### src/rtl/gray_pwm_pkg.sv
package gray_pwm_pkg;

  // Strobes from the sequencer to the per-channel datapath, one decision per edge.
  typedef struct packed {
    logic clear;  // blank sampled high: drop everything
    logic start;  // first edge of a cycle: counter leaves zero
    logic step;   // counting edge between start and saturation
    logic hold;   // counter saturated: frozen, outputs off
  } ctrlStrobes_t;

endpackage

### src/rtl/gray_pwm_ctrl.sv
module gray_pwm_ctrl
  import gray_pwm_pkg::*;
#(
  parameter int GS_BITS = 12
) (
  input  logic               gsClk,
  input  logic               blank,
  output ctrlStrobes_t       strobes,
  output logic [GS_BITS-1:0] countQ,
  output logic               cycleDone,
  output logic               counterRun
);

  localparam logic [GS_BITS-1:0] CNT_ZERO = '0;
  localparam logic [GS_BITS-1:0] CNT_MAX  = '1;
  localparam logic [GS_BITS-1:0] CNT_PRE  = CNT_MAX - 1'b1;

  logic atZero;
  logic atMax;
  logic doneQ;

  assign atZero = (countQ == CNT_ZERO);
  assign atMax  = (countQ == CNT_MAX);

  // Exactly one strobe is active per edge.
  always_comb begin
    strobes.clear = blank;
    strobes.start = !blank && atZero;
    strobes.hold  = !blank && atMax;
    strobes.step  = !blank && !atZero && !atMax;
  end

  // Shared grayscale counter: cleared by blank, saturates at all ones.
  always_ff @(posedge gsClk) begin
    if (strobes.clear) begin
      countQ <= CNT_ZERO;
    end else if (strobes.start || strobes.step) begin
      countQ <= countQ + 1'b1;
    end
  end

  // Completion pulse: set only on the step that lands on the maximum.
  always_ff @(posedge gsClk) begin
    if (strobes.clear) begin
      doneQ <= 1'b0;
    end else begin
      doneQ <= strobes.step && (countQ == CNT_PRE);
    end
  end

  assign cycleDone  = doneQ;
  assign counterRun = strobes.step;

endmodule

### src/rtl/gray_pwm_chan.sv
module gray_pwm_chan
  import gray_pwm_pkg::*;
#(
  parameter int GS_BITS = 12,
  parameter int NUM_CH  = 16
) (
  input  logic                      gsClk,
  input  ctrlStrobes_t              strobes,
  input  logic [GS_BITS-1:0]        countQ,
  input  logic [NUM_CH*GS_BITS-1:0] gsValues,
  output logic [NUM_CH-1:0]         onQ
);

  for (genvar ch = 0; ch < NUM_CH; ch++) begin : g_chan
    logic [GS_BITS-1:0] codeVal;
    logic               codeNonZero;
    logic               codeMatch;

    assign codeVal     = gsValues[ch*GS_BITS +: GS_BITS];
    assign codeNonZero = |codeVal;
    assign codeMatch   = (codeVal == countQ);

    // Set only on the start edge, cleared on match, saturation or blank.
    always_ff @(posedge gsClk) begin
      if (strobes.clear) begin
        onQ[ch] <= 1'b0;
      end else if (strobes.start) begin
        onQ[ch] <= codeNonZero;
      end else if (strobes.hold) begin
        onQ[ch] <= 1'b0;
      end else if (strobes.step && codeMatch) begin
        onQ[ch] <= 1'b0;
      end
    end
  end

endmodule

### src/rtl/gray_pwm_engine.sv
module gray_pwm_engine
  import gray_pwm_pkg::*;
#(
  parameter int GS_BITS = 12,
  parameter int NUM_CH  = 16
) (
  input  logic                      gsClk,
  input  logic                      blank,
  input  logic [NUM_CH*GS_BITS-1:0] gsValues,
  output logic [NUM_CH-1:0]         chanOn,
  output logic                      cycleDone,
  output logic                      counterRun
);

  ctrlStrobes_t       strobes;
  logic [GS_BITS-1:0] countQ;
  logic [NUM_CH-1:0]  onQ;

  gray_pwm_ctrl #(
    .GS_BITS(GS_BITS)
  ) u_ctrl (
    .gsClk     (gsClk),
    .blank     (blank),
    .strobes   (strobes),
    .countQ    (countQ),
    .cycleDone (cycleDone),
    .counterRun(counterRun)
  );

  gray_pwm_chan #(
    .GS_BITS(GS_BITS),
    .NUM_CH (NUM_CH)
  ) u_chan (
    .gsClk   (gsClk),
    .strobes (strobes),
    .countQ  (countQ),
    .gsValues(gsValues),
    .onQ     (onQ)
  );

  // Blank forces the outputs off without waiting for an edge.
  assign chanOn = onQ & ~{NUM_CH{blank}};

endmodule

### config.mk
export PLATFORM = sky130hd
export DESIGN_NAME = gray_pwm_engine
export DESIGN_NICKNAME = d
export VERILOG_FILES = /design/src/rtl/gray_pwm_pkg.sv /design/src/rtl/gray_pwm_ctrl.sv /design/src/rtl/gray_pwm_chan.sv /design/src/rtl/gray_pwm_engine.sv
export SDC_FILE = /design/constraint.sdc
export NUM_CORES = 1
export LEC_CHECK = 0
export BUFFER_PORTS_ARGS = -buffer_cell sky130_fd_sc_hd__buf_4
export CAP_MARGIN = 20
export CORE_ASPECT_RATIO = 1.1
export CORE_MARGIN = 2
export CORE_UTILIZATION = 40
export DETAILED_ROUTE_END_ITERATION = 16
export GPL_TIMING_DRIVEN = 0
export PLACE_DENSITY = 0.79
export SYNTH_ARGS = -nofsm -noshare
export SYNTH_HDL_FRONTEND = slang
export SYNTH_HIERARCHICAL = 1
export SYNTH_SLANG_ARGS = --single-unit
### constraint.sdc
create_clock -name gsClk -period 3.07 [get_ports gsClk]
set_input_delay 0.4605 -clock gsClk [delete_from_list [all_inputs] [get_ports gsClk]]
set_output_delay 0.4605 -clock gsClk [all_outputs]
set_load 0.01 [all_outputs]
==> flow_metrics.tcl, run 1 <==
set metrics [dict create \
    status "completed" \
    place_ws_ns -0.141 \
    r2r_cells 11 \
    hold_class "flip-flop to flip-flop" \
    wirelength_microns 17300 \
    fmax_mhz 373 \
    clk_latency_ns 0.27 \
    h-tree-depth 2 \
    cp.required_ns 3.29 \
    cts_tree "done" \
    setup_viol 0 \
    maxSlewViolCount 0 \
    crit_type "input port to flip-flop" \
    worst_pin_slew_ns 0.690 \
    via_per_inst 5.61 \
    slew_headroom 0.540 \
    clock_skew_ns 0.00458 \
    power_density_nw_per_um2 250 \
    placed_area_sq_um 6000 \
    antenna_left 0 \
    critical_path.cell_chain "buf_4 -> clkbuf_1 -> clkbuf_1 -> nor2_1 -> nor3_2 -> clkbuf_1 -> a32o_1" \
    wl_per_cell_microns 20.1 \
    fin_crit_ns 2.68 \
    drtIter0Drc 387 \
    cts-hold-fix-buffers 0 \
    clock_sinks 29 \
    ys_top_cells_by_count "xnor2_1 (194), nor4_1 (50), nand3_1 (35), nand4_1 (35), dfxtp_1 (29)" \
    io_buffers 211 \
    cp-start-kind "input port" \
    num_rows 39 \
    ios 212 \
    synth_top_cell_area_share 0.401 \
    vias 4853 \
    first_pass_iters 5 \
    rrSetupSlack_ns 0.42 \
    path_buf_inv 4 \
    clockRootBuffer "clkbuf_16" \
    design.die.area_sq_um 11400 \
    synth_nets 701 \
    cts_max_path_buffers 2 \
    ir_drop_v 0.000212 \
    synth_edf_count 0 \
    syn-cell-area_sq_um 4240 \
    die_w_microns 102 \
    hold_viol 0 \
    grt_antenna_before_repair 0 \
    grt_usage 0.294 \
    syn2layout_area_growth_pct 44.9 \
    p_leak_nw 2.16 \
    hold-path-cell-count 1 \
    cpMaxStageDelayCell "nor3_2" \
    fin_ws_ns 0.392 \
    clk_pin_slew_ns 0.05 \
    drv_cap 0 \
    n_antenna_cell 0 \
    hold_path_end "u_chan/onQ[5]" \
    syn_inst 504 \
    dp_hpwl_microns 13300 \
    path_max_fanout 10 \
    ys_ff_latch 29 \
    synth_cell_types 38 \
    grt_remaining_overflow 0 \
    grt_pass1_wl_microns 26000 \
    cts-buffers-inserted 5 \
    synth_area_leader_cell "xnor2_1" \
    synthArstFlopShare 0 \
    power_mw 1.54 \
    grt_max_degree 11 \
    crit_path_end_kind "flip-flop" \
    yosysSeqAreaShare 0.137 \
    synth.yosys.warnings 6 \
    core_sq_um 10300 \
    post-route-util 0.594 \
    min-delay-start "u_chan/onQ[5]" \
    fin_nets 918 \
    r2r_start "u_ctrl/countQ[0]" \
    synth.most_common_cell "xnor2_1" \
    avgSynthCellArea_sq_um 8.42 \
    cp_common_cell "clkbuf_1" \
    grt_setup_unrepaired "false" \
    cp.arrival_ns 2.89 \
    design_area_sq_um 6150 \
    period_share 0.872 \
    drive_above_1_share 0.374 \
    setup_tns_ns 0 \
    max_stage_delay_ns 0.57 \
    gp_congestion 0.952 \
    crit_family "buffers and inverters" \
    yosys-top-cells-area "xnor2_1 (40%), dfxtp_1 (14%), nor4_1 (7.4%), buf_6 (5.6%), nand4_1 (5.2%)" \
    rr_endpoint "u_chan/onQ[9]" \
    grt_pass1_vias 5040 \
    fillers 959 \
    drc 0 \
    ys.flop_type "dfxtp_1" \
    dieHeight_microns 112 \
    start_util 0.410 \
]
==> worst register-to-register path: stages (launching register included) <==
cell,delay [ns]
dfxtp_1,0.47
inv_1,0.11
ha_1,0.20
nor4b_1,0.13
nand3_1,0.14
nand2_1,0.07
nor2_1,0.15
buf_4,0.21
clkbuf_2,0.30
nand2_1,0.07
or4_1,0.43
a32o_1,0.27
==> flip-flops by register name (all words and copies together) (netlist names) <==
name and count:
u_ctrl/countQ 12, u_ctrl/cycleDone 1, u_chan/onQ 16
==> routing by layer <==
layer	vias up	global-route usage	share of wire
li1	2255	-	-
met2	290	0.525	0.50
met5	-	0	0
met4	0	0.100	0.024
met1	2279	0.351	0.38
met3	29	0.0465	0.096
==> cells by family (layout without fill, tap and decap cells) <==
family / Yosys count / in the layout / synth area share
AND/OR/NAND/NOR: 201 / 201 / 0.284
XOR/XNOR: 195 / 195 / 0.403
multiplexers: 1 / 1 / 0.00236
buffers and inverters: 44 / 262 / 0.0994
adder cells (fa/ha/maj): 3 / 3 / 0.00885
flip-flops: 29 / 29 / 0.137
AO/OA/AOI/OAI: 31 / 31 / 0.0661
==> what timing repair did <==
action | 4_1_cts | 5_1_grt
gates resized for setup | 1 | 1
hold endpoints to repair | 0 | 0
setup buffers | 0 | 0
cloned | 0 | 0
endpoints found under the setup margin | 10 | 11
==> placed cells by master (no fill, tap or decap), types with 2 or more instances in the layout <==
master / n
nor4_1: 50
a21oi_1: 2
xnor2_1: 194
buf_6: 21
nand2_1: 24
nor4b_1: 2
buf_2: 2
dfxtp_1: 29
clkbuf_1: 6
inv_1: 4
and2b_2: 6
and3_1: 2
clkinv_2: 2
or4_1: 16
buf_4: 215
a31oi_1: 8
ha_1: 3
a32o_1: 16
nor2_1: 6
buf_8: 2
buf_12: 3
nor2b_1: 4
clkbuf_16: 5
nor2b_2: 7
nor3_1: 8
nand4_1: 35
nand3_1: 35
==> worst max path at each step <==
stage                                start            end  slack, ns  cells after the start
after floorplan           u_ctrl/countQ[0]  u_chan/onQ[1]       0.47                     12
after global placement               blank  u_chan/onQ[1]      -0.15                     10
after detailed placement             blank  u_chan/onQ[3]      -0.14                     10
after CTS                 u_ctrl/countQ[0]  u_chan/onQ[9]       0.13                     12
after global routing      u_ctrl/countQ[0]  u_chan/onQ[3]       0.25                     11
final                                blank  u_chan/onQ[7]       0.39                      7
==> power breakdown <==
| group | leakage [nW] | switching (mW) | internal, mW |
|---|---|---|---|
| clock | 0.0706 | 0.172 | 0.297 |
| sequential | 0.238 | 0.0184 | 0.405 |
| combinational | 1.86 | 0.279 | 0.369 |
| total | 2.16 | 0.469 | 1.07 |
==> final cells by class <==
cell class              instances  area (sq um)  share of cell area
well taps                     143           179              0.0291
clock inverters                 2          10.0             0.00163
repair buffers                211          1580               0.258
plain buffers                  39           404              0.0658
clock buffers                   6           129              0.0210
flip-flops and latches         29           581              0.0945
inverters                       4          15.0             0.00244
multi-input cells             431          3240               0.528
==> stage by stage <==
step           instances  hold slack, ns
6_report             865           0.489
5_1_grt              865           0.510
4_1_cts              866           0.492
3_5_place_dp         858           0.479
3_3_place_gp         858           0.471
2_1_floorplan        504           0.461
(Power assumes the default switching activity.)
==> run 2: changes to the inputs <==
--- a/config.mk
+++ b/config.mk
@@ -6,13 +6,13 @@
 export NUM_CORES = 1
 export LEC_CHECK = 0
 export BUFFER_PORTS_ARGS = -buffer_cell sky130_fd_sc_hd__buf_4
-export CAP_MARGIN = 20
 export CORE_ASPECT_RATIO = 1.1
 export CORE_MARGIN = 2
-export CORE_UTILIZATION = 40
+export CORE_UTILIZATION = 48
 export DETAILED_ROUTE_END_ITERATION = 16
 export GPL_TIMING_DRIVEN = 0
-export PLACE_DENSITY = 0.79
+export PLACE_DENSITY = 0.91
+export SKIP_CTS_REPAIR_TIMING = 1
 export SYNTH_ARGS = -nofsm -noshare
 export SYNTH_HDL_FRONTEND = slang
 export SYNTH_HIERARCHICAL = 1
==> flow_metrics.tcl, run 2 (synthesis results as in run 1) <==
set metrics [dict create \
    status "completed" \
    regMostFlops "u_chan/onQ" \
    cts_max_path_buffers 2 \
    start_util 0.499 \
    drv_cap 0 \
    drtIter0Drc 337 \
    mostFrequentLayoutCells "buf_4 (215), xnor2_1 (194), nor4_1 (50), nand3_1 (35), nand4_1 (35)" \
    drc 0 \
    wl_per_cell_microns 20.1 \
    design.die.area_sq_um 9610 \
    cp.arrival_ns 2.89 \
    core_sq_um 8500 \
    hold_viol 0 \
    critical_path.cell_chain "inv_1 -> ha_1 -> nor4b_1 -> nand3_1 -> nand2_1 -> nor2_1 -> buf_4 -> clkbuf_2 -> nand2_1 -> or4_1 -> a32o_1" \
    hold-path-cell-count 1 \
    cp-start-kind "flip-flop" \
    final_common_cell "buf_4" \
    grt_setup_unrepaired "false" \
    fillers 652 \
    r2r_start "u_ctrl/countQ[0]" \
    grt_max_degree 11 \
    antenna_left 0 \
    drive_above_1_share 0.374 \
    die_w_microns 93.6 \
    slew_headroom 0.559 \
    grt_antenna_before_repair 0 \
    path_max_fanout 10 \
    hold_class "flip-flop to flip-flop" \
    maxSlewViolCount 0 \
    gp_congestion 0.958 \
    fin_crit_ns 2.72 \
    wirelength_microns 16800 \
    power_density_nw_per_um2 244 \
    clock_sinks 29 \
    syn2layout_area_growth_pct 43.4 \
    hold_path_end "u_chan/onQ[3]" \
    rrSetupSlack_ns 0.35 \
    ios 212 \
    period_share 0.886 \
    io_buffers 211 \
    path_buf_inv 3 \
    largest_reg_flops 16 \
    r2r_cells 11 \
    grt_usage 0.338 \
    p_leak_nw 2.15 \
    h-tree-depth 2 \
    clk_pin_slew_ns 0.06 \
    cts_tree "done" \
    crit_family "simple AND/OR/NAND/NOR gates" \
    grt_pass1_wl_microns 25400 \
    grt_remaining_overflow 0 \
    crit_type "flip-flop to flip-flop" \
    first_pass_iters 5 \
    max_stage_delay_ns 0.48 \
    setup_tns_ns 0 \
    via_per_inst 6.03 \
    clock_skew_ns 0.00979 \
    min-delay-start "u_chan/onQ[3]" \
    worst_pin_slew_ns 0.657 \
    cp.required_ns 3.24 \
    multiInputGateArea_sq_um 3240 \
    clockRootBuffer "clkbuf_8" \
    crit_path_end_kind "flip-flop" \
    ir_drop_v 0.000166 \
    fin_nets 918 \
    power_mw 1.48 \
    setup_viol 0 \
    fmax_mhz 368 \
    num_rows 35 \
    clk_latency_ns 0.28 \
    seq_area_sq_um 581 \
    cts-buffers-inserted 5 \
    worstSetupPathDepth 11 \
    cpMaxStageDelayCell "dfxtp_1" \
    vias 5022 \
    dp_hpwl_microns 13000 \
    cp_common_cell "nand2_1" \
    grt_pass1_vias 5272 \
    dieHeight_microns 103 \
    rr_endpoint "u_chan/onQ[7]" \
    n_antenna_cell 0 \
]
[run 2: changes by cell type in the layout (fill, tap and decap cells not counted), sizes merged]
| cell | before | now |
|---|---|---|
| clkbuf | 13 | 14 |
| bufinv | 0 | 1 |
| clkinv | 2 | 0 |
[run 2: layer usage]
layer,up-vias,GRT usage,part of all wire
li1,2256,-,-
met1,2301,0.385,0.37
met2,384,0.603,0.48
met3,81,0.0592,0.096
met4,0,0.187,0.051
met5,-,0,0
[run 2: final cells by class]
cell class	instances	area share
well taps	111	0.0228
multi-input cells	431	0.533
flip-flops and latches	29	0.0954
repair buffers	211	0.260
clock inverters	1	0.00494
inverters	4	0.00247
clock buffers	7	0.0142
plain buffers	39	0.0664
[run 2: power breakdown]
part           total (mW)  switching [mW]  internal (mW)
logic               0.650           0.281          0.369
registers           0.422          0.0179          0.404
clock network       0.413           0.148          0.264
total                1.48           0.447           1.04
[run 2: worst reg2reg max path: cells and delay by family (launching register included)]
| family | cells | cell delay, ns |
|---|---|---|
| and+or+nand+nor | 6 | 1.04 |
| buffers and inverters | 3 | 0.60 |
| DFF | 1 | 0.48 |
| AOI/OAI and AO/OA | 1 | 0.27 |
| adders and majority gates | 1 | 0.22 |
[run 2: how the worst max path moves through the flow]
stage,start,endpoint
detailed placement,blank,u_chan/onQ[7]
global placement,blank,u_chan/onQ[7]
finish,u_ctrl/countQ[0],u_chan/onQ[7]
CTS,u_ctrl/countQ[0],u_chan/onQ[7]
global route,u_ctrl/countQ[0],u_chan/onQ[8]
floorplan,u_ctrl/countQ[0],u_chan/onQ[1]
[run 2: through the flow]
step	hold slack, ns	area, sq um	std cells	worst slack [ns]	utilization
2_1_floorplan	0.461	4240	504	0.472	-
3_3_place_gp	0.467	5960	826	-0.0670	0.702
3_5_place_dp	0.479	5960	826	-0.115	0.702
4_1_cts	0.494	6080	834	-0.110	0.716
5_1_grt	0.516	6080	833	0.244	0.716
6_report	0.492	6080	833	0.351	0.716
==> run 3: changes to the inputs <==
--- a/config.mk
+++ b/config.mk
@@ -15,5 +15,4 @@
 export SKIP_CTS_REPAIR_TIMING = 1
 export SYNTH_ARGS = -nofsm -noshare
 export SYNTH_HDL_FRONTEND = slang
-export SYNTH_HIERARCHICAL = 1
 export SYNTH_SLANG_ARGS = --single-unit
==> flow_metrics.tcl, run 3 <==
set metrics [dict create \
    hold_viol 0 \
    drtIter0Drc 505 \
    power_density_nw_per_um2 244 \
    die_w_microns 93.4 \
    ios 212 \
    met1_usage 0.404 \
    n_antenna_cell 0 \
    status "finished with violations" \
    h-tree-depth 2 \
    ys_ff_latch 29 \
    p_leak_nw 3.17 \
    avgSynthCellArea_sq_um 8.76 \
    final_common_cell "buf_4" \
    synth_cell_types 44 \
    cp.arrival_ns 2.40 \
    drv_cap 0 \
    grt_most_used_layer "met2" \
    grt_usage 0.358 \
    dieHeight_microns 102 \
    drive_above_1_share 0.390 \
    slew_headroom 0.357 \
    grt_antenna_before_repair 0 \
    synth_top_cell_area_share 0.401 \
    syn-cell-area_sq_um 4220 \
    failed_checks "DRC" \
    place_inst 803 \
    crit_path_end_kind "output port" \
    via_per_inst 6.41 \
    clk_pin_slew_ns 0.06 \
    dp_hpwl_microns 13300 \
    fin_nets 896 \
    synth.yosys.warnings 0 \
    grt_remaining_overflow 0 \
    hold-path-cell-count 1 \
    antenna_left 0 \
    wl_per_cell_microns 22.1 \
    cts-buffers-inserted 5 \
    r2r_cells 8 \
    largest_reg_flops 16 \
    io_buffers 210 \
    grt_setup_unrepaired "false" \
    grt_max_degree 11 \
    maxSlewViolCount 0 \
    post-route-util 0.714 \
    start_util 0.499 \
    setup_tns_ns 0 \
    synth_nets 679 \
    syn2layout_area_growth_pct 43.0 \
    grt_use_met3 0.0737 \
    synth_edf_count 0 \
    period_share 0.931 \
    ir_drop_v 0.000176 \
    grt_pass1_vias 5174 \
    ys_top_cells_by_count "xor2_1 (193), nor4_1 (99), dfxtp_1 (29)" \
    mostFrequentLayoutCells "buf_4 (219), xor2_1 (193), nor4_1 (99), dfxtp_1 (29), nand3_1 (19)" \
    gp_congestion 0.973 \
    cp-start-kind "flip-flop" \
    fin_crit_ns 2.86 \
    cts_max_path_buffers 2 \
    hold_ws_ns 0.486 \
    first_pass_iters 13 \
    design.die.area_sq_um 9560 \
    clock_skew_ns 0.00867 \
    grt.met2_usage 0.627 \
    grt_pass1_wl_microns 26400 \
    synth.most_common_cell "xor2_1" \
    wirelength_microns 17900 \
    crit_type "flip-flop to output port" \
    syn_inst 482 \
    yosys-top-cells-area "xor2_1 (40%), nor4_1 (15%), dfxtp_1 (14%), a311oi_2 (4.6%), a41o_1 (3.8%)" \
    fmax_mhz 350 \
    clk_latency_ns 0.29 \
    vias 5195 \
    hold_class "flip-flop to flip-flop" \
    regMostFlops "u_chan.onQ" \
    drc 1 \
    num_rows 35 \
    cp.required_ns 2.61 \
    synth_area_leader_cell "xor2_1" \
    clock_sinks 29 \
    ys.flop_type "dfxtp_1" \
    path_max_fanout 10 \
    clockRootBuffer "clkbuf_8" \
    worst_pin_slew_ns 0.964 \
    synthArstFlopShare 0 \
    fillers 600 \
    setup_viol 0 \
    yosysSeqAreaShare 0.138 \
    core_sq_um 8450 \
    instances_no_fill 811 \
    cts_tree "done" \
]
-- run 3: changes by cell type in the layout (fill, tap and decap cells not counted), sizes merged, moves of 17 or more --
| cell | delta |
|---|---|
| xor2 | +192 |
| xnor2 | -191 |
| nor4 | +49 |
| nand4 | -31 |
| nand2 | -17 |
-- run 3: through the flow --
stage | power, mW | area, sq um | setup slack (ns)
after floorplan | 0.726 | 4220 | 1.11
after global placement | 1.07 | 5940 | 0.653
after detailed placement | 1.10 | 5940 | 0.601
after CTS | 1.45 | 6040 | 0.257
after global routing | 1.52 | 6040 | 0.126
final | 1.47 | 6040 | 0.212
-- run 3: cell families (layout without fill, tap and decap cells) --
group / count (synthesis) / after routing / synth area share
compound gates: 46 / 46 / 0.119
xor+xnor: 196 / 196 / 0.407
fa+ha+maj: 3 / 3 / 0.00890
buf+inv: 42 / 260 / 0.0792
flops: 29 / 29 / 0.138
mux: 3 / 3 / 0.00741
simple gates: 163 / 163 / 0.241
-- run 3: critical path, cell delays in order, from the launching register on --
cell     delay, ns
dfxtp_1       0.33
buf_4         0.21
buf_4         0.24
inv_1         0.08
ha_1          0.16
nor4b_2       0.27
nand3_2       0.25
buf_6         0.23
nand2_1       0.13
inv_1         0.06
buf_4         0.14
-- run 3: final timing paths --
kind | slack [ns] | end | from
hold / removal | 0.49 | u_chan.onQ[9] | u_chan.onQ[9]
setup / recovery | 0.21 | counterRun | u_ctrl.countQ[1]
setup reg to reg | 0.60 | u_chan.onQ[5] | u_ctrl.countQ[1]
hold reg to reg | 0.49 | u_chan.onQ[9] | u_chan.onQ[9]
-- run 3: layout make-up --
type / instances / area (sq um) / area share
flip-flops and latches: 29 / 581 / 0.0962
repair buffers: 210 / 1580 / 0.261
well taps: 111 / 139 / 0.0230
clock inverters: 1 / 5.00 / 0.000829
inverters: 5 / 18.8 / 0.00311
clock buffers: 7 / 96.3 / 0.0160
plain buffers: 37 / 315 / 0.0522
multi-input cells: 411 / 3310 / 0.548
-- run 3: metal layers --
layer / routed length (microns) / up-vias
met1: 6290 / 2395
met4: 897 / 0
met2: 8520 / 472
met5: 0 / -
met3: 2230 / 99
li1: - / 2229
-- run 3: report_power, final --
group	total [mW]	leakage, nW	internal (mW)	switching [mW]
registers	0.431	0.240	0.413	0.0179
logic	0.678	2.88	0.349	0.329
clock network	0.363	0.0542	0.203	0.161
